[src/rtl/prio_xfer_pkg.sv]
package prio_xfer_pkg;
  localparam int unsigned DEF_WIDTH = 4;
  typedef enum logic [1:0] {
    XFER_HOLD  = 2'b00,
    XFER_SRC_B = 2'b01,
    XFER_SRC_A = 2'b10
  } xfer_op_e;
endpackage

[src/rtl/prio_xfer_ctrl.sv]
module prio_xfer_ctrl
  import prio_xfer_pkg::*;
(
  input  logic pri_ctl_i,
  input  logic sec_ctl_i,
  output logic load_en_o,
  output logic sel_a_o
);
  xfer_op_e op;

  always_comb begin
    if (pri_ctl_i)      op = XFER_SRC_A;
    else if (sec_ctl_i) op = XFER_SRC_B;
    else                op = XFER_HOLD;
  end

  assign load_en_o = (op != XFER_HOLD);
  assign sel_a_o   = (op == XFER_SRC_A);
endmodule

[src/rtl/prio_xfer_mux.sv]
module prio_xfer_mux #(
  parameter int unsigned WIDTH = prio_xfer_pkg::DEF_WIDTH
) (
  input  logic             sel_a_i,
  input  logic [WIDTH-1:0] a_i,
  input  logic [WIDTH-1:0] b_i,
  output logic [WIDTH-1:0] y_o
);
  for (genvar i = 0; i < WIDTH; i++) begin : g_bit
    assign y_o[i] = sel_a_i ? a_i[i] : b_i[i];
  end
endmodule

[src/rtl/prio_xfer_dreg.sv]
module prio_xfer_dreg #(
  parameter int unsigned WIDTH = prio_xfer_pkg::DEF_WIDTH
) (
  input  logic             clk_i,
  input  logic             rst_ni,
  input  logic             load_i,
  input  logic [WIDTH-1:0] d_i,
  output logic [WIDTH-1:0] q_o
);
  localparam logic [WIDTH-1:0] RST_VAL = '0;

  always_ff @(posedge clk_i or negedge rst_ni) begin
    if (!rst_ni)     q_o <= RST_VAL;
    else if (load_i) q_o <= d_i;
  end
endmodule

[src/rtl/prio_xfer_reg.sv]
module prio_xfer_reg #(
  parameter int unsigned WIDTH = prio_xfer_pkg::DEF_WIDTH
) (
  input  logic             clk_i,
  input  logic             rst_ni,
  input  logic             pri_ctl_i,
  input  logic             sec_ctl_i,
  input  logic [WIDTH-1:0] src_a_i,
  input  logic [WIDTH-1:0] src_b_i,
  output logic [WIDTH-1:0] dest_o
);
  logic             load_en;
  logic             sel_a;
  logic [WIDTH-1:0] mux_y;

  prio_xfer_ctrl u_ctrl (
    .pri_ctl_i (pri_ctl_i),
    .sec_ctl_i (sec_ctl_i),
    .load_en_o (load_en),
    .sel_a_o   (sel_a)
  );

  prio_xfer_mux #(.WIDTH(WIDTH)) u_mux (
    .sel_a_i (sel_a),
    .a_i     (src_a_i),
    .b_i     (src_b_i),
    .y_o     (mux_y)
  );

  prio_xfer_dreg #(.WIDTH(WIDTH)) u_dreg (
    .clk_i  (clk_i),
    .rst_ni (rst_ni),
    .load_i (load_en),
    .d_i    (mux_y),
    .q_o    (dest_o)
  );
endmodule

[config.mk]
export PLATFORM = sky130hd
export DESIGN_NAME = prio_xfer_reg
export DESIGN_NICKNAME = d
export VERILOG_FILES = /design/src/rtl/prio_xfer_pkg.sv /design/src/rtl/prio_xfer_ctrl.sv /design/src/rtl/prio_xfer_mux.sv /design/src/rtl/prio_xfer_dreg.sv /design/src/rtl/prio_xfer_reg.sv
export SDC_FILE = /design/constraint.sdc
export NUM_CORES = 1
export LEC_CHECK = 0
export BUFFER_PORTS_ARGS = -buffer_cell sky130_fd_sc_hd__buf_2
export CAP_MARGIN = 15
export CORE_AREA = 8 8 45 47
export CTS_CLUSTER_DIAMETER = 50
export CTS_CLUSTER_SIZE = 16
export DETAILED_ROUTE_END_ITERATION = 10
export DIE_AREA = 0 0 53 55
export PLACE_DENSITY = 0.44
export SETUP_SLACK_MARGIN = 0.02
export SLEW_MARGIN = 20
export SYNTH_ARGS = -nofsm -noshare
export SYNTH_HDL_FRONTEND = slang
export SYNTH_HIERARCHICAL = 1
export SYNTH_SLANG_ARGS = --single-unit
export TNS_END_PERCENT = 30
[constraint.sdc]
create_clock -name clk_i -period 1.65 [get_ports clk_i]
set_clock_uncertainty 0.1 [all_clocks]
set_input_delay 0.33 -clock clk_i [delete_from_list [all_inputs] [get_ports clk_i]]
set_output_delay 0.33 -clock clk_i [all_outputs]
set_load 0.01 [all_outputs]
==> run summary <==
result of the run: completed
most common library cell in the layout ignoring fill and taps: sky130_fd_sc_hd__buf_2
total design power: 287.6 uW
maximum resistive drop on vdd: 0.2414 mV
global router's overall resource usage: 0.04548
sequential element share of the synthesized area: 0.5000
cells after synthesis: 14
number of top-level pins: 16
number of standard cells in the layout, taps in and fillers out: 48
switching share of total power: 0.2177
launch instance of the worst register-to-register path: u_dreg/q_o[0]
clock tree buffer depth: 2
number of flip-flops under the largest register name: 4
fill cell instance count of the final layout: 155
initial core utilization: 0.1447
share of post-route cells with drive strength above 1: 0.8125
Distinct cells, synth: 4
clock root buffer: sky130_fd_sc_hd__clkbuf_4
crit path launch type: flip-flop
Nets: 46
CP Cell Sequence: buf_2
detailed router's first-iteration violation count: 0
Register Area: 100.1 sq um
CTS tree: yes
die width: 53 um
DRC viols: 0
clock sink count: 4
internal power: 225.0 uW
buffer and inverter count on the worst path: 1
H-Tree Depth: 1
Ys Warns: 6
net switching power figure: 62.61 uW
total grt overflow: 0
delay of the slowest critical-path stage: 0.37 ns
final routed wirelength across all metal layers: 576 um
Avg Cell Area, Syn: 14.30 sq um
WP data arrival: 0.73 ns
largest fanout of any net on the critical path: 2
Core Box Area: 0.001384 sq mm
min-delay worst type: input port to async pin
global-route wire length before repair: 876 um
part of the cycle the worst path needs: 0.7048
total negative slack for setup checks: 0 ns
leakage power: 0.0001576 uW
routability congestion estimate: 0.7107
fraction of power consumed by sequential logic: 0.396
reg2reg setup slack: 0.80 ns
area used by multi-input combinational logic: 96.34 sq um
total power density per cell area: 887.5 mW/mm^2
met3 track demand over resource: 0.04545
DR vias: 172
area enclosed by the die boundary: 0.002915 sq mm
IO Port Bufs: 15
Rel. slew slack: 0.8899
Global Route met1 Usage: 0.03522
kind of capture point of the worst setup path: primary output
clock network latency to the later pin of the worst-skew pair: 0.23 ns
Layout area overhead: 61.88%
vias in the first global route: 218
most used cells in the layout excluding fill and tap cells: 15 x sky130_fd_sc_hd__buf_2, 8 x sky130_fd_sc_hd__mux2_2, 4 x sky130_fd_sc_hd__dfrtp_1
start-to-end type of the worst setup path: flip-flop to primary output
buffer count from post-CTS setup fixing: 0
largest register by flop count: u_dreg/q_o
cell count of the worst reg-to-reg path: 1
DRT antenna net count: 0
number of diodes added for antenna fixing: 0
Die Span Y: 55 um
post-route worst hold slack: 0.3296 ns
setup repair after global routing missed its margin: no
1st-pass router iterations: 1
met2 capacity usage during global routing: 0.05469
reg-to-reg endpoint: u_dreg/q_o[0]
number of register bits inferred by synthesis: 4
row cnt: 14
most utilized layer in the global route result: met4
syn_nets: 26
Num CTS Buffers: 3
Comb pwr share: 0.200
per-cell routed wire length: 12.00 um
max frequency: 859.9 MHz
placed cell count: 44
required time reported for the critical path endpoint: 1.22 ns
# Max-Cap Violations: 0
transition time at the pin with the least slew margin: 0.1651 ns
clock network fraction of total power: 0.404
vias per cell: 3.583
biggest regs: u_dreg/q_o: 4 flops
setup-violating endpoint count in the final report: 0
Worst Slack Setup Final: 0.4871 ns
number of antenna violations at the first check in global routing: 0
fin crit period: 1.163 ns
hold violation count in the final report: 0
final-report max-slew violation count: 0
master of the slowest instance on the critical path: sky130_fd_sc_hd__dfrtp_1
critical path's top delay family: flip-flops
worst slack after detailed placement: 0.3438 ns
clock-pin slew on the worst setup and hold paths: 0.04 ns
Cell Area, Synth: 200.2 sq um
largest net degree at the start of global routing: 6
[per-layer routing]
metal | up-vias | share of wire
li1 | 85 | -
met5 | - | 0
met3 | 2 | 0.29
met4 | 0 | 0.024
met1 | 69 | 0.35
met2 | 16 | 0.34
[Yosys cell counts]
cell type	count	share of area
sky130_fd_sc_hd__clkbuf_1	1	0.019
sky130_fd_sc_hd__dfrtp_1	4	0.50
sky130_fd_sc_hd__mux2_2	8	0.45
sky130_fd_sc_hd__or2_1	1	0.031
[area by class of cell]
cell class,count,share of cell area
Timing Repair Buffer,16,0.2625
Multi-Input combinational cell,9,0.2973
Clock buffer,3,0.06950
Tap cell,16,0.06178
Sequential cell,4,0.3089
[timing repair]
action                                 CTS  global route
gates resized for setup                  0             0
endpoints found under the hold margin    4             0
hold buffers                             1             0
[per-stage QoR]
step           instance area [sq um]    util
6_report                       324.1  0.2342
5_1_grt                        324.1  0.2342
2_1_floorplan                  200.2       -
3_5_place_dp                   291.5  0.2107
3_3_place_gp                   291.5  0.2107
4_1_cts                        324.1  0.2342
[power by group through the flow]
stage / clock network (uW) / logic, uW / registers [uW]
3_5_place_dp: 0 / 56.8 / 115
5_1_grt: 123 / 63.7 / 116
6_report: 116 / 57.6 / 114
3_3_place_gp: 0 / 55.7 / 115
2_1_floorplan: 0 / 22.5 / 121
4_1_cts: 123 / 58.7 / 114
[logic make-up (layout without fill, tap and decap cells)]
kind of cell	after synthesis	in the layout	synth area share
simple gates	1	1	0.03127
mux	8	8	0.4500
flops	4	4	0.5000
buf+inv	1	19	0.01873
[worst max path at each step]
stage,slack [ns],start,endpoint,cells past startpoint
after floorplan,0.35,pri_ctl_i,u_dreg/q_o[0],3
after global placement,0.36,pri_ctl_i,u_dreg/q_o[0],3
after detailed placement,0.34,pri_ctl_i,u_dreg/q_o[2],3
after CTS,0.47,u_dreg/q_o[0],dest_o[0],1
after global routing,0.45,u_dreg/q_o[2],dest_o[2],1
final,0.49,u_dreg/q_o[0],dest_o[0],1
Note: power is estimated with default switching activity, not from simulation.
